==> src/rtl/apb_lane_bridge_pkg.sv <==
package apb_lane_bridge_pkg;
   typedef enum logic [2:0] {
      BR_IDLE   = 3'd0,
      BR_SETUP  = 3'd1,
      BR_ACCESS = 3'd2,
      BR_ERR1   = 3'd3,
      BR_ERR2   = 3'd4
   } br_state_e;

   localparam logic [2:0] SZ_BYTE = 3'd0;
   localparam logic [2:0] SZ_HALF = 3'd1;
   localparam logic [1:0] TR_NONSEQ = 2'b10;
   localparam logic [1:0] TR_SEQ    = 2'b11;
endpackage

==> src/rtl/apb_slot_decode.sv <==
module apb_slot_decode #(
   parameter int ADDR_W  = 32,
   parameter int NUM_SLV = 6,
   parameter int WIN_LSB = 10,
   parameter logic [31:0] BASE_ADDR = 32'h4000_0000,
   localparam int IDX_W = $clog2(NUM_SLV)
) (
   input  logic [ADDR_W-1:WIN_LSB] addr_hi,
   output logic [NUM_SLV-1:0]      hit_vec
);
   logic             region_ok;
   logic [IDX_W-1:0] slot_idx;

   assign region_ok = (addr_hi[ADDR_W-1:WIN_LSB+IDX_W] == BASE_ADDR[ADDR_W-1:WIN_LSB+IDX_W]);
   assign slot_idx  = addr_hi[WIN_LSB +: IDX_W];

   for (genvar i = 0; i < NUM_SLV; i++) begin : g_slot
      assign hit_vec[i] = region_ok && (slot_idx == IDX_W'(i));
   end
endmodule

==> src/rtl/apb_lane_fan.sv <==
module apb_lane_fan #(
   parameter int DATA_W = 32,
   localparam int LANES = DATA_W / 8,
   localparam int LSB_W = $clog2(LANES)
) (
   input  logic [DATA_W-1:0] din,
   input  logic [LSB_W-1:0]  addr_lo,
   input  logic [2:0]        size,
   output logic [DATA_W-1:0] dout
);
   import apb_lane_bridge_pkg::*;

   logic [7:0]  byte_src;
   logic [15:0] half_src;

   assign byte_src = din[{addr_lo, 3'b000} +: 8];
   assign half_src = din[{addr_lo[LSB_W-1], 4'b0000} +: 16];

   for (genvar l = 0; l < LANES; l++) begin : g_lane
      always_comb begin
         case (size)
            SZ_BYTE: dout[8*l +: 8] = byte_src;
            SZ_HALF: dout[8*l +: 8] = half_src[8*(l%2) +: 8];
            default: dout[8*l +: 8] = din[8*l +: 8];
         endcase
      end
   end
endmodule

==> src/rtl/apb_bridge_ctrl.sv <==
module apb_bridge_ctrl #(
   parameter int ADDR_W  = 32,
   parameter int DATA_W  = 32,
   parameter int NUM_SLV = 6,
   localparam int LSB_W  = $clog2(DATA_W / 8)
) (
   input  logic               clk,
   input  logic               rst_n,
   input  logic               hsel,
   input  logic [1:0]         htrans,
   input  logic               hready,
   input  logic [ADDR_W-1:0]  haddr,
   input  logic               hwrite,
   input  logic [2:0]         hsize,
   input  logic [NUM_SLV-1:0] hit_vec,
   input  logic [DATA_W-1:0]  wdata_rep,
   input  logic               pready,
   input  logic [DATA_W-1:0]  prdata,
   input  logic               pslverr,
   output logic               hreadyout,
   output logic               hresp,
   output logic [DATA_W-1:0]  hrdata,
   output logic [NUM_SLV-1:0] psel,
   output logic               penable,
   output logic [ADDR_W-1:0]  paddr,
   output logic               pwrite,
   output logic [DATA_W-1:0]  pwdata,
   output logic [LSB_W-1:0]   addr_lo,
   output logic [2:0]         size_q
);
   import apb_lane_bridge_pkg::*;

   br_state_e          state, state_nx;
   logic [ADDR_W-1:0]  addr_q;
   logic               write_q;
   logic [NUM_SLV-1:0] sel_q;
   logic [DATA_W-1:0]  wdata_q;
   logic [DATA_W-1:0]  rdata_q;
   logic               can_take;
   logic               take;

   assign can_take = (state == BR_IDLE) || (state == BR_ERR2);
   assign take     = can_take && hsel && hready &&
                     ((htrans == TR_NONSEQ) || (htrans == TR_SEQ));

   always_comb begin
      state_nx = state;
      case (state)
         BR_IDLE, BR_ERR2: begin
            if (take)                 state_nx = (|hit_vec) ? BR_SETUP : BR_ERR1;
            else                      state_nx = BR_IDLE;
         end
         BR_SETUP:                    state_nx = BR_ACCESS;
         BR_ACCESS: if (pready)       state_nx = pslverr ? BR_ERR1 : BR_IDLE;
         BR_ERR1:                     state_nx = BR_ERR2;
         default:                     state_nx = BR_IDLE;
      endcase
   end

   always_ff @(posedge clk) begin
      if (!rst_n) begin
         state   <= BR_IDLE;
         addr_q  <= '0;
         write_q <= 1'b0;
         size_q  <= '0;
         sel_q   <= '0;
         wdata_q <= '0;
         rdata_q <= '0;
      end else begin
         state <= state_nx;
         if (take) begin
            addr_q  <= haddr;
            write_q <= hwrite;
            size_q  <= hsize;
            sel_q   <= hit_vec;
         end
         if (state == BR_SETUP)
            wdata_q <= wdata_rep;
         if ((state == BR_ACCESS) && pready)
            rdata_q <= prdata;
      end
   end

   assign hreadyout = (state == BR_IDLE) || (state == BR_ERR2);
   assign hresp     = (state == BR_ERR1) || (state == BR_ERR2);
   assign hrdata    = rdata_q;
   assign psel      = ((state == BR_SETUP) || (state == BR_ACCESS)) ? sel_q : '0;
   assign penable   = (state == BR_ACCESS);
   assign paddr     = {addr_q[ADDR_W-1:LSB_W], {LSB_W{1'b0}}};
   assign pwrite    = write_q;
   assign pwdata    = (state == BR_SETUP) ? wdata_rep : wdata_q;
   assign addr_lo   = addr_q[LSB_W-1:0];
endmodule

==> src/rtl/apb_lane_bridge.sv <==
module apb_lane_bridge #(
   parameter int ADDR_W  = 32,
   parameter int DATA_W  = 32,
   parameter int NUM_SLV = 6,
   parameter int WIN_LSB = 10,
   parameter logic [31:0] BASE_ADDR = 32'h4000_0000
) (
   input  logic               clk,
   input  logic               rst_n,
   input  logic               hsel,
   input  logic [ADDR_W-1:0]  haddr,
   input  logic [1:0]         htrans,
   input  logic               hwrite,
   input  logic [2:0]         hsize,
   input  logic [DATA_W-1:0]  hwdata,
   input  logic               hready,
   output logic               hreadyout,
   output logic               hresp,
   output logic [DATA_W-1:0]  hrdata,
   output logic [NUM_SLV-1:0] psel,
   output logic               penable,
   output logic [ADDR_W-1:0]  paddr,
   output logic               pwrite,
   output logic [DATA_W-1:0]  pwdata,
   input  logic               pready,
   input  logic [DATA_W-1:0]  prdata,
   input  logic               pslverr
);
   localparam int LSB_W = $clog2(DATA_W / 8);
   localparam int IDX_W = $clog2(NUM_SLV);

   if (DATA_W != 32) begin : g_bad_width
      $error("apb_lane_bridge: DATA_W must be 32");
   end
   if (ADDR_W != 32) begin : g_bad_addr
      $error("apb_lane_bridge: ADDR_W must be 32");
   end
   if (NUM_SLV < 2) begin : g_bad_count
      $error("apb_lane_bridge: NUM_SLV must be at least 2");
   end
   if (WIN_LSB + IDX_W >= ADDR_W) begin : g_bad_window
      $error("apb_lane_bridge: slave windows exceed the address width");
   end

   logic [NUM_SLV-1:0] hit_vec;
   logic [DATA_W-1:0]  wdata_rep;
   logic [LSB_W-1:0]   addr_lo;
   logic [2:0]         size_q;

   apb_slot_decode #(
      .ADDR_W(ADDR_W), .NUM_SLV(NUM_SLV), .WIN_LSB(WIN_LSB), .BASE_ADDR(BASE_ADDR)
   ) u_decode (
      .addr_hi (haddr[ADDR_W-1:WIN_LSB]),
      .hit_vec (hit_vec)
   );

   apb_lane_fan #(.DATA_W(DATA_W)) u_fan (
      .din     (hwdata),
      .addr_lo (addr_lo),
      .size    (size_q),
      .dout    (wdata_rep)
   );

   apb_bridge_ctrl #(
      .ADDR_W(ADDR_W), .DATA_W(DATA_W), .NUM_SLV(NUM_SLV)
   ) u_ctrl (
      .clk       (clk),
      .rst_n     (rst_n),
      .hsel      (hsel),
      .htrans    (htrans),
      .hready    (hready),
      .haddr     (haddr),
      .hwrite    (hwrite),
      .hsize     (hsize),
      .hit_vec   (hit_vec),
      .wdata_rep (wdata_rep),
      .pready    (pready),
      .prdata    (prdata),
      .pslverr   (pslverr),
      .hreadyout (hreadyout),
      .hresp     (hresp),
      .hrdata    (hrdata),
      .psel      (psel),
      .penable   (penable),
      .paddr     (paddr),
      .pwrite    (pwrite),
      .pwdata    (pwdata),
      .addr_lo   (addr_lo),
      .size_q    (size_q)
   );
endmodule

==> config.mk <==
export PLATFORM = sky130hd
export DESIGN_NAME = apb_lane_bridge
export DESIGN_NICKNAME = d
export VERILOG_FILES = /design/src/rtl/apb_lane_bridge_pkg.sv /design/src/rtl/apb_slot_decode.sv /design/src/rtl/apb_lane_fan.sv /design/src/rtl/apb_bridge_ctrl.sv /design/src/rtl/apb_lane_bridge.sv
export SDC_FILE = /design/constraint.sdc
export NUM_CORES = 1
export LEC_CHECK = 0
export ABC_AREA = 1
export BUFFER_PORTS_ARGS = -buffer_cell sky130_fd_sc_hd__clkbuf_2
export CORE_AREA = 2 2 136 85
export CTS_BUF_LIST = sky130_fd_sc_hd__clkbuf_8
export CTS_CLUSTER_DIAMETER = 80
export DETAILED_ROUTE_END_ITERATION = 8
export DIE_AREA = 0 0 138 87
export GPL_ROUTABILITY_DRIVEN = 1
export PLACE_DENSITY_LB_ADDON = 0.08
export SYNTH_ARGS = -nofsm -noshare
export SYNTH_HDL_FRONTEND = slang
export SYNTH_HIERARCHICAL = 1
export SYNTH_SLANG_ARGS = --single-unit
export TNS_END_PERCENT = 5
==> constraint.sdc <==
create_clock -name clk -period 1.5 [get_ports clk]
set_input_delay 0.15 -clock clk [delete_from_list [all_inputs] [get_ports clk]]
set_output_delay 0.15 -clock clk [all_outputs]
set_load 0.005 [all_outputs]
---- Word-level counts from Yosys, hierarchy flattened ----
Cells that the tools add are included.
operators by class
  eq/ne operators ......................... 14
  shifts and indexed selects .............. 2
  mux-type cells .......................... 11
  reductions and logical operators ........ 19
operator list
  kind                                                                number
  8-bit one-hot mux with 2 select lines                               4
  32-bit two-way mux                                                  1
  32-bit by 6-bit variable part select with 16-bit output             1
  32-bit by 6-bit variable part select with 8-bit output              1
  19-bit by 18-bit == test with 1-bit output (second input constant)  1
  3-bit by 2-bit == test with 1-bit output (second input constant)    4
  3-bit one-hot mux with 4 select lines                               1
  1-bit logical AND                                                   10
  3-bit by 1-bit == test with 1-bit output (second input constant)    3
  3-bit == test (second input constant)                               3
  3-bit logical NOT                                                   3
  3-bit two-way mux                                                   2
  6-bit two-way mux                                                   1
  6-bit OR reduction                                                  1
  2-bit == test (second input constant)                               2
  1-bit logical OR                                                    4
  2-bit two-way mux                                                   2
  2-bit by 1-bit != test with 1-bit output (second input constant)    1
  2-bit OR reduction                                                  1
word-level totals
  register bits ........................... 109
  input port bits ......................... 108
  output and inout bits ................... 106
  logic and storage cells ................. 53

---- Logic depth before layout (Yosys ltp) ----
Gate-level depths: netlist of run 1.
  word-level depth ........................ 7
  depth in mapped cells ................... 13

---- Hierarchy ----
Netlist of run 1, hierarchy kept.
modules (own cells, without submodules)
  module           times used  cells an instance  area each (µm²)  sequential area each (µm²)
  apb_bridge_ctrl  1           579                4,371.7          2,182.1
  apb_lane_fan     1           168                774.5            0.0
  apb_slot_decode  1           32                 151.4            0.0

---- Least setup slack after synthesis of run 1 ----
OpenSTA, ideal clock, no wires.
  kind .................................... register to output
  start ................................... register u_ctrl.addr_q[1]
  end ..................................... output pwdata[1]
  arrival time ............................ 1.175 ns
  required time ........................... 1.350 ns
  slack ................................... 0.175 ns
  cell stages (with the launch flop) ...... 10
  buffers on the path ..................... 2
  cell sequence ........................... dfxtp_1 buf_4 inv_2 buf_6 nand2_1 nand3_1 nand3_2 nand3_1 o21ai_0 inv_1
on the way
  cells in the longest elaborated chain, start to end .. 3
RTL lines
  item                                                                                                                                      RTL line                                source
  start, declared                                                                                                                           apb_bridge_ctrl.sv:34                   logic [ADDR_W-1:0] addr_q;
  start signal, assigned                                                                                                                    apb_bridge_ctrl.sv:72                   addr_q <= haddr;
  32-bit by 6-bit variable part select with 16-bit output / 32-bit by 6-bit variable part select with 8-bit output (equally long branches)  apb_lane_fan.sv:17, apb_lane_fan.sv:16
  8-bit one-hot mux with 2 select lines *                                                                                                   apb_lane_fan.sv:21                      case (size)
  via wdata_rep[1]                                                                                                                          apb_lane_bridge.sv:46                   logic [DATA_W-1:0] wdata_rep;
  32-bit two-way mux *                                                                                                                      apb_bridge_ctrl.sv:91                   assign pwdata = (state == BR_SETUP) ? wdata_rep : wdata_q;
  end, declared                                                                                                                             apb_lane_bridge.sv:24                   output logic [DATA_W-1:0] pwdata,
The timed path passes the listed nets; every way through them passes the cells marked *.

---- Worst setup path in the final report of run 1 ----
  start ................................... register u_ctrl.addr_q[1]
  end ..................................... output pwdata[20]
Same word-level chain as after synthesis.

==> results of run 1 <==
==> through the flow <==
step / std cells / setup slack (ps) / util / cell area [sq um]
global route: 1153 / -371 / 0.660 / 7180
floorplan: 780 / 175 / - / 5300
finish: 1154 / -279 / 0.660 / 7190
CTS: 1151 / -269 / 0.646 / 7030
global placement: 1108 / 35.1 / 0.589 / 6410
detailed placement: 1108 / 12.9 / 0.589 / 6410
==> logic make-up (layout without fill, tap and decap cells) <==
| group | Yosys count | in the layout | share of synthesized area |
|---|---|---|---|
| flip-flops | 109 | 109 | 0.412 |
| AO/OA/AOI/OAI | 111 | 111 | 0.112 |
| other | 1 | 3 | 0.000708 |
| buffers and inverters | 134 | 363 | 0.128 |
| AND/OR/NAND/NOR | 424 | 424 | 0.348 |
==> repair_timing <==
action                                  CTS  global route
pin swaps                                33            17
cloned                                    1             0
buffers inserted                         10             2
gates resized for setup                  46            40
hold buffers                             17             0
hold endpoints to repair                 17             0
endpoints found under the setup margin   39            42
==> power by group through the flow <==
stage | logic, mW | clock network [mW] | registers, mW
floorplan | 0.877 | 0 | 3.19
global placement | 1.42 | 0 | 3.18
detailed placement | 1.42 | 0 | 3.19
CTS | 1.62 | 1.75 | 3.12
global route | 1.89 | 1.88 | 3.15
finish | 1.71 | 1.69 | 3.12
==> worst reg2reg max path: cells and delay by family (launching register included) <==
family / cells / cell delay, ps
buffers and inverters: 4 / 540
AOI/OAI and AO/OA: 1 / 70
DFF: 1 / 380
and+or+nand+nor: 5 / 520
==> worst paths after layout <==
check	endpoint	slack, ps	start	cells past startpoint
setup / recovery	pwdata[20]	-280	u_ctrl/addr_q[1]	8
hold / removal	u_ctrl/addr_q[20]	10	haddr[20]	3
setup reg to reg	u_ctrl/wdata_q[14]	-50	u_ctrl/addr_q[1]	10
hold reg to reg	u_ctrl/hrdata[11]	470	u_ctrl/hrdata[11]	2
==> flip-flops by register name, summed over array words and instances, names as in the netlist <==
register and count:
u_ctrl/hrdata 32, u_ctrl/state 3, u_ctrl/wdata_q 32, u_ctrl/pwrite 1, u_ctrl/sel_q 6, u_ctrl/size_q 3
u_ctrl/addr_q 32
==> area by class of cell <==
cell class / count / area [sq um]
Tap cell: 144 / 180
Fill cell: 1026 / 3700
Multi-Input combinational cell: 537 / 2700
Clock inverter: 5 / 45.0
Antenna cell: 1 / 2.50
Clock buffer: 10 / 138
Timing Repair Buffer: 260 / 1580
Inverter: 88 / 343
Sequential cell: 109 / 2190
==> metal layers <==
metal  up-vias  global-route usage  routed length, microns
met5         -                   0                      13
met4         2              0.0510                     176
met3        18              0.0594                     954
met2       202               0.376                    6480
met1      2472               0.338                    7070
li1       2897                   -                       -
==> layout by cell type, fill, tap and decap left out, types with 2 or more instances in the layout <==
master,count
clkbuf_2,206
nand2_1,168
nor2_1,135
dfxtp_1,102
inv_1,77
nand3_1,67
o21ai_0,38
a21oi_1,36
o21ai_2,32
nand3_2,27
buf_4,23
dlygate4sd3_1,17
clkbuf_8,10
nand2_2,8
inv_2,7
buf_12,6
nand2_4,6
dfxtp_2,6
o21ai_1,5
buf_6,4
nor2_4,4
nor2_2,4
clkinv_4,3
buf_2,3
inv_4,3
nand3_4,3
conb_1,2
==> metrics.md, run 1 <==
| Metric | Value |
|---|---|
| RSZ-0062 raised after global routing | yes |
| Commonest cells in the netlist | nand2_1, nor2_1, dfxtp_1 |
| Post-Syn Area per Cell | 6.80 sq um |
| Setup Crit Path Kind | flop to primary output |
| Layout Nets | between 1k and 1.5k |
| GPL Wtd Cong | 0.864 |
| Worst hold path type | input pin to flop |
| Pin count of the biggest net entering global routing | around 50 |
| Share of power burned in registers | 0.479 |
| Power Dens Cells | ~910 mW/mm^2 |
| CP arrival | 1630 ps |
| Critical path peak fanout | 10 |
| CTS Sinks | ~110 |
| Async S/R FF share, synth | 0 |
| Most numerous cell on the critical path | nand3_2 |
| Synth Flop Type | dfxtp_1 |
| Total Routing Usage GR | 0.240 |
| Final HPWL DP | between 10 and 15 mm |
| Die Wd | ~140 microns |
| Sequential share of the synthesized area | 0.412 |
| Root Buffer | clkbuf_8 |
| Top cell type by total area after synthesis | dfxtp_1 |
| Wire length per cell | ~13 microns |
| Worst skew pair latency | 370 ps |
| Most frequent cell after synthesis | nand2_1 |
| Fin crit share | 1.19 |
| Cell family with the largest share of critical-path delay | simple AND/OR/NAND/NOR gates |
| Initial Util | 0.487 |
| Outcome | finished, violations left |
| Drc violations | 0 |
| Layout cells sized above 1 | 0.359 |
| Fin. Hold Viols | 0 |
| Die Y | between 80 and 90 microns |
| Post-Route WL | between 10 and 15 mm |
| Vias in the first global route | 4951 |
| Failing checks | setup timing |
| Drt pass-1 iters | 5 |
| Comb power frac | 0.262 |
| Power consumption | ~6.5 mW |
| Synth top area share | 0.412 |
| Psw | 2.09 mW |
| Synth unique cells | 25 |
| Worst clock skew | about 10 ps |
| I/O pins | roughly 210 |
| Post-synth EDFFs | 0 |
| Critical Path End Type | primary output |
| Core Area | about 0.011 sq mm |
| F_max | approximately 560 MHz |
| PortBufs | 210 |
| Final setup fails | 42 |
| Worst Slack Setup Final | -279 ps |
| Post-layout min period | about 1800 ps |
| Buf/Inv on CP | 3 |
| H-tree Lvls | 3 |
| Ys Warns | 6 |
| Sum of negative setup slack | -8220 ps |
| Clock transition at path regs | 110 ps |
| Pint | 4.44 mW |
| Mapped cell area | about 0.0053 sq mm |
| Startpoint Class | flop |
| Leakage Power | 3.85 nW |
| Net Sw Frac | 0.320 |
| TritonCTS Buffers | 9 |
| Worst VDD drop | 0.000493 V |
| Syn-to-layout area delta | 35.6% |
| #FFs+latches synth | approximately 110 |
| Final hold slack | 14.3 ps |
| Grt ovf | 0 |
| DRT iter0 DRCs | 330 |
| Max Transition Viols Final | 0 |
| Initial antenna violation count | 1 |
| Mapped Cells | 779 |
| Crit-path slowest cell | dfxtp_4 |
| Clock Path Buffers | 2 |
| Dominant cells by area after synthesis | dfxtp_1, nand2_1, nor2_1, nand3_1, inv_1 |
| Clock power share | 0.259 |
| Max-Cap Viols | 0 |
| Worst EP required | 1350 ps |
| DRT antenna net count | 0 |
| Total number of vias | 5591 |
| Crit path largest cell delay | around 380 ps |
| Post-DR vias/cell | roughly 4.8 |
| Rows | 30 |
| CTS tree | yes |
| First-pass GRT wire length | 23.5 mm |
| Die area | ~0.012 sq mm |
| Cell Chain, Critical Path | buf_6, nand2_1, nand3_1, nand3_2, nand3_2, o21ai_2, inv_1, clkbuf_2 |
Note: power is estimated with default switching activity, not from simulation.
==> inputs of run 2 (changes only) <==
--- a/config.mk
+++ b/config.mk
@@ -13,7 +13,7 @@
 export DETAILED_ROUTE_END_ITERATION = 8
 export DIE_AREA = 0 0 138 87
 export GPL_ROUTABILITY_DRIVEN = 1
-export PLACE_DENSITY_LB_ADDON = 0.08
+export PLACE_DENSITY_LB_ADDON = 0.2
 export SYNTH_ARGS = -nofsm -noshare
 export SYNTH_HDL_FRONTEND = slang
 export SYNTH_HIERARCHICAL = 1
==> metrics.md, run 2 (synthesized netlist as in run 1, its figures left out) <==
| Metric | Value |
|---|---|
| CP Launch Point | u_ctrl/addr_q[1] |
| Reg2Reg Setup Slack | 130 ps (+180 ps) |
| Core Area | 0.0109 sq mm (unchanged) |
| Die area | 0.0120 sq mm (unchanged) |
| Cell Chain, Critical Path | buf_8, nand2_1, nand3_1, nand3_4, nand3_1, o21ai_2, inv_1, clkbuf_2 |
| Inst Count DP | 1106 (-0.18%) |
| Total number of vias | 5573 (-0.32%) |
| Die Wd | 138 microns (unchanged) |
| Crit-path slowest cell | dfxtp_4 |
| Power consumption | 6.45 mW (-1.1%) |
| Max-Cap Viols | 0 (unchanged) |
| Finished Layout Cells | 1144 (-0.87%) |
| Most common cell after layout, fill and taps aside | clkbuf_2 |
| GPL Wtd Cong | 0.901 (+4.3%) |
| H-tree Lvls | 3 (unchanged) |
| Initial antenna violation count | 0 (-1) |
| Fin. Hold Viols | 0 (unchanged) |
| Critical Path End Type | primary output |
| Met1 usage | 0.325 (-0.0135) |
| Syn-to-layout area delta | 34.4% |
| Rows | 30 (unchanged) |
| Worst clock skew | 11.2 ps (+0.863 ps) |
| Buf/Inv on CP | 3 (unchanged) |
| Min-Delay Path Depth | 3 (unchanged) |
| Die Y | 87 microns (unchanged) |
| HP Start | haddr[8] |
| Outcome | finished, violations left |
| CTS Sinks | 109 (unchanged) |
| Final HPWL DP | 9.87 mm (-2.1%) |
| Drt pass-1 iters | 5 (unchanged) |
| RR Startpoint | u_ctrl/addr_q[1] |
| Leakage Power | 3.82 nW (-0.75%) |
| Final setup fails | 37 (-12%) |
| TritonCTS Buffers | 9 (unchanged) |
| Power Dens Cells | 906 mW/mm^2 (-0.24%) |
| CTS tree | yes |
| Most frequent cells in the layout | clkbuf_2, nand2_1, nor2_1 |
| Placed inst area | 0.00642 sq mm (+0.16%) |
| Crit path largest cell delay | 400 ps (+20 ps) |
| Worst VDD drop | 0.000498 V (+1.0%) |
| Worst Slack Setup Final | -306 ps (-27.2 ps) |
| Fin crit share | 1.20 (+0.0181) |
| Post-Route WL | 14.6 mm (-0.81%) |
| Worst skew pair latency | 370 ps (about the same) |
| R2R depth | 8 (-2) |
| Setup Crit Path Kind | flop to primary output |
| Worst Hold End | u_ctrl/addr_q[8] |
| Layout cells sized above 1 | 0.351 (-0.00777) |
| Wire length per cell | 12.7 microns (about the same) |
| Cell family with the largest share of critical-path delay | simple AND/OR/NAND/NOR gates |
| Initial Util | 0.487 (unchanged) |
| Grt met3 use | 0.0511 (-0.00825) |
| RSZ-0062 raised after global routing | yes |
| I/O pins | 214 (unchanged) |
| Post-DR vias/cell | 4.87 (+0.55%) |
| Fin area | 0.00712 sq mm (-0.91%) |
| Antenna cells | 0 (-1) |
| GRT busiest layer | met2 |
| PortBufs | 210 (unchanged) |
| Pin count of the biggest net entering global routing | 46 (-9.8%) |
| Drc violations | 0 (unchanged) |
| Reg-to-Reg End | u_ctrl/wdata_q[28] |
| Worst hold path type | input pin to flop |
| DRT iter0 DRCs | 346 (+4.8%) |
| Grt ovf | 0 (unchanged) |
| Max Transition Viols Final | 0 (unchanged) |
| Clock transition at path regs | 110 ps (about the same) |
| Worst EP required | 1350 ps (about the same) |
| Total Routing Usage GR | 0.236 (-0.00386) |
| Sum of negative setup slack | -8500 ps (-284 ps) |
| CP arrival | 1660 ps (+30 ps) |
| DRT antenna net count | 0 (unchanged) |
| Root Buffer | clkbuf_8 |
| Layout Nets | 1103 (-0.90%) |
| F_max | 554 MHz (-1.5%) |
| Critical path peak fanout | 9 (-1) |
| Post-Place Worst Slack | -91.2 ps (-104 ps) |
| First-pass GRT wire length | 23.3 mm (-0.91%) |
| Vias in the first global route | 4854 (-2.0%) |
| Met2 usage | 0.381 (+0.00495) |
| Failing checks | setup timing |
| Most numerous cell on the critical path | nand3_1 |
| Post-layout min period | 1810 ps (+27.2 ps) |
| Clock Path Buffers | 2 (unchanged) |
| Startpoint Class | flop |
==> run 2: cell types whose count changed in the layout (fill, tap and decap cells not counted), sizes merged <==
cell and change:
buf -7, dlygate4sd3 -3, inv +2, clkbuf -1, clkinv +1, clkinvlp -1, diode -1
==> run 2: how the worst max path moves through the flow <==
stage | endpoint | depth (start not counted)
after CTS | pwdata[17] | 8
after global routing | pwdata[8] | 8
after global placement | pwdata[17] | 8
after detailed placement | pwdata[1] | 8
after floorplan | pwdata[1] | 9
final | pwdata[3] | 8
==> run 2: layout make-up <==
cell class,count,area [sq um]
Tap cell,144,180
Sequential cell,109,2190
Clock inverter,7,53.8
Fill cell,1001,3760
Clock buffer,9,124
Inverter,88,345
Multi-Input combinational cell,537,2710
Timing Repair Buffer,250,1520
==> run 2: what timing repair did <==
item | in CTS | in global routing
gates resized for setup | 35 | 50
gates cloned | 1 | 0
pin swaps | 30 | 22
hold buffers | 14 | 0
setup buffers | 4 | 3
endpoints found under the setup margin | 38 | 39
hold endpoints to repair | 14 | 0
==> run 2: routing by layer <==
metal | vias to the layer above | part of all wire
li1 | 2876 | -
met1 | 2447 | 0.46
met2 | 238 | 0.45
met3 | 12 | 0.074
met4 | 0 | 0.0086
met5 | - | 0
==> run 2: worst register-to-register path, stage by stage (launching register included) <==
cell	delay, ps
dfxtp_4	400
buf_8	150
nand2_1	90
nand3_1	100
nand3_2	120
nand3_1	100
o21ai_2	160
buf_4	120
nor2_1	30
==> run 2: power breakdown <==
part / total [mW] / leakage, nW / switching, mW / internal (mW)
combinational: 1.68 / 2.83 / 0.984 / 0.699
clock: 1.64 / 0.0979 / 1.03 / 0.617
sequential: 3.12 / 0.889 / 0.0670 / 3.05
==> run 2: per-stage QoR <==
step | utilization | hold WS [ps]
finish | 0.654 | 23.5
global route | 0.654 | 2.71
CTS | 0.635 | 0.942
detailed placement | 0.589 | 381
global placement | 0.589 | 374
floorplan | - | 285
==> inputs of run 3 (changes only) <==
--- a/config.mk
+++ b/config.mk
@@ -5,13 +5,13 @@
 export SDC_FILE = /design/constraint.sdc
 export NUM_CORES = 1
 export LEC_CHECK = 0
-export ABC_AREA = 1
+export ABC_AREA = 0
 export BUFFER_PORTS_ARGS = -buffer_cell sky130_fd_sc_hd__clkbuf_2
-export CORE_AREA = 2 2 136 85
+export CORE_AREA = 2 2 137 86
 export CTS_BUF_LIST = sky130_fd_sc_hd__clkbuf_8
 export CTS_CLUSTER_DIAMETER = 80
 export DETAILED_ROUTE_END_ITERATION = 8
-export DIE_AREA = 0 0 138 87
+export DIE_AREA = 0 0 139 88
 export GPL_ROUTABILITY_DRIVEN = 1
 export PLACE_DENSITY_LB_ADDON = 0.2
 export SYNTH_ARGS = -nofsm -noshare
==> metrics.md, run 3 <==
| Metric | Value |
|---|---|
| Top cell type by total area after synthesis | dfxtp_1 |
| Syn-to-layout area delta | 41.6% |
| TritonCTS Buffers | 9 (unchanged) |
| Worst hold path type | input pin to flop |
| Dominant cells by area after synthesis | dfxtp_1, mux2_4, mux2i_1, nand2_1, o21ai_0 |
| PortBufs | 210 (unchanged) |
| Total Routing Usage GR | 0.239 (+0.00309) |
| RR Startpoint | u_ctrl/addr_q[1] |
| Drc violations | 0 (unchanged) |
| Placed inst area | 0.00665 sq mm (+3.6%) |
| Reg-to-Reg End | u_ctrl/wdata_q[18] |
| Die Y | 88 microns (+1.1%) |
| Fin. Hold Viols | 0 (unchanged) |
| Initial antenna violation count | 0 (unchanged) |
| Root Buffer | clkbuf_8 |
| Initial Util | 0.487 (+0.000776) |
| #FFs+latches synth | 109 (unchanged) |
| Synth unique cells | 36 (+44%) |
| Rows | 30 (unchanged) |
| Post-Syn Area per Cell | 9.01 sq um (+32%) |
| Leakage Power | 3.33 nW (-13%) |
| Most frequent cells in the layout | clkbuf_2, nand2_1, dfxtp_1 |
| Total number of vias | 5054 (-9.3%) |
| Power Dens Cells | 804 mW/mm^2 (-11%) |
| Met3 WL post-DR | 1.20 mm (+11%) |
| CTS tree | yes |
| Vias in the first global route | 4857 (+0.062%) |
| Final setup fails | 74 (+100%) |
| Clock Path Buffers | 2 (unchanged) |
| HP Start | haddr[27] |
| Worst Slack Setup Final | -609 ps (-303 ps) |
| First-pass GRT wire length | 23.7 mm (+1.6%) |
| Worst VDD drop | 0.000461 V (-7.4%) |
| Fin crit share | 1.41 (+0.202) |
| Ys Warns | 6 (unchanged) |
| Wire length per cell | 15.6 microns (+22%) |
| Setup Crit Path Kind | flop to primary output |
| Fin area | 0.00756 sq mm (+6.2%) |
| Critical path peak fanout | 5 (-4) |
| Critical Path End Type | primary output |
| Mapped cell area | 0.00534 sq mm (+0.85%) |
| Layout cells sized above 1 | 0.426 (+0.0752) |
| Slew @ Worst Pin | around 800 ps |
| Drt pass-1 iters | 5 (unchanged) |
| Max Transition Viols Final | 0 (unchanged) |
| Worst Hold End | u_ctrl/addr_q[27] |
| Outcome | finished, violations left |
| Final hold slack | 28.3 ps (+4.75 ps) |
| Pin count of the biggest net entering global routing | 184 (+300%) |
| DRT antenna net count | 0 (unchanged) |
| Worst skew pair latency | 370 ps (about the same) |
| Antenna cells | 0 (unchanged) |
| M1 WL | 6.90 mm (+2.1%) |
| Startpoint Class | flop |
| Synth top area share | 0.408 (-0.00347) |
| Layout Nets | 950 (-14%) |
| Inst Count DP | 930 (-16%) |
| Core Area | 0.0110 sq mm (+0.69%) |
| R2R depth | 6 (-2) |
| Synth Flop Type | dfxtp_1 |
| I/O pins | 214 (unchanged) |
| H-tree Lvls | 3 (unchanged) |
| CTS Sinks | 109 (unchanged) |
| Post-synth EDFFs | 0 (unchanged) |
| Post-Route WL | 15.5 mm (+6.1%) |
| Die area | 0.0122 sq mm (+1.9%) |
| Comb power frac | 0.220 (-0.041) |
| Clock transition at path regs | 110 ps (about the same) |
| Reg2Reg Setup Slack | -230 ps (-360 ps) |
| Worst slew margin | 0.478 |
| GPL Wtd Cong | 0.809 (-10%) |
| Final HPWL DP | 9.95 mm (+0.90%) |
| Commonest cells in the netlist | nand2_1, dfxtp_1, mux2i_1 |
| Failing checks | setup timing |
| Post-Place Worst Slack | -260 ps (-169 ps) |
| Max-Cap Viols | 0 (unchanged) |
| DRT iter0 DRCs | 314 (-9.2%) |
| Most frequent cell after synthesis | nand2_1 |
| Worst clock skew | 13.1 ps (+1.90 ps) |
| RSZ-0062 raised after global routing | yes |
| Postcts setup bufs | 0 (-4) |
| Clock power share | 0.279 (+0.024) |
| Post-layout min period | 2110 ps (+303 ps) |
| Top Layer Used | met4 |
| Async S/R FF share, synth | 0 (unchanged) |
| Power consumption | 6.08 mW (-5.7%) |
| F_max | 474 MHz (-14%) |
| Die Wd | 139 microns (+0.72%) |
| Pint | 4.33 mW (-0.96%) |
| Sequential share of the synthesized area | 0.408 (-0.00347) |
| Worst EP required | 1350 ps (about the same) |
| Min-Delay Path Depth | 3 (unchanged) |
| Grt ovf | 0 (unchanged) |
| Net Sw Frac | 0.288 (-0.0340) |
| Share of power burned in registers | 0.501 (+0.017) |
| Finished Layout Cells | 991 (-13%) |
| Post-DR vias/cell | 5.10 (+4.7%) |
| Most common cell after layout, fill and taps aside | clkbuf_2 |
| DR WL met2 | 7.12 mm (+7.8%) |
| Psw | 1.75 mW (-16%) |
| Mapped Cells | 593 (-24%) |
| CP arrival | 1960 ps (+300 ps) |
[run 3: kinds of logic after synthesis]
family / after synthesis / synth area share
AND/OR/NAND/NOR: 255 / 0.227
flip-flops: 109 / 0.408
multiplexers: 106 / 0.238
AO/OA/AOI/OAI: 70 / 0.0677
buffers and inverters: 52 / 0.0581
other: 1 / 0.000702
[run 3: metrics by stage]
step,util,setup TNS [ps]
final,0.690,-24200
after global routing,0.690,-29370
after CTS,0.677,-25400
after detailed placement,0.607,-11540
after global placement,0.607,-9240
after floorplan,-,-3820
[run 3: power groups by stage]
stage	clock [mW]	combinational (mW)	sequential (mW)
2_1_floorplan	0	0.625	3.10
3_3_place_gp	0	1.05	3.10
3_5_place_dp	0	1.08	3.11
4_1_cts	1.75	1.25	3.04
5_1_grt	1.84	1.43	3.06
6_report	1.70	1.34	3.05
[run 3: what timing repair did]
item / 4_1_cts / 5_1_grt
hold endpoints to repair: 43 / 1
pin swaps: 8 / 3
gates cloned: 1 / 0
hold buffers: 43 / 1
setup endpoints to repair: 79 / 128
resized for setup: 49 / 33
[run 3: cell type report]
type                       count  area, sq um
clock inverter                 7         56.3
multi-input combinational    433         3120
timing repair buffer         287         1890
tap                          144          180
clock buffer                   9          124
fill                         833         3400
sequential                   109         2190
inverter                       2         7.51
[run 3: worst max-delay path: stages, from the launching register on]
cell	delay (ps)
dfxtp_4	420
buf_12	130
mux2_4	330
mux2i_4	160
o21ai_0	130
mux2_4	290
clkbuf_2	130
[run 3: how the worst max path moves through the flow]
stage / from / end / slack [ps]
6_report: u_ctrl/addr_q[1] / pwdata[26] / -610
3_3_place_gp: u_ctrl/addr_q[1] / pwdata[9] / -210
5_1_grt: u_ctrl/addr_q[1] / pwdata[26] / -660
2_1_floorplan: u_ctrl/addr_q[1] / u_ctrl/wdata_q[20] / -120
3_5_place_dp: u_ctrl/addr_q[1] / u_ctrl/wdata_q[9] / -260
4_1_cts: u_ctrl/addr_q[1] / pwdata[10] / -610
[run 3: per-layer routing]
metal  vias up  GRT usage
met3        21     0.0678
li1       2487          -
met2       208      0.393
met1      2338      0.314
met5         -          0
met4         0     0.0652
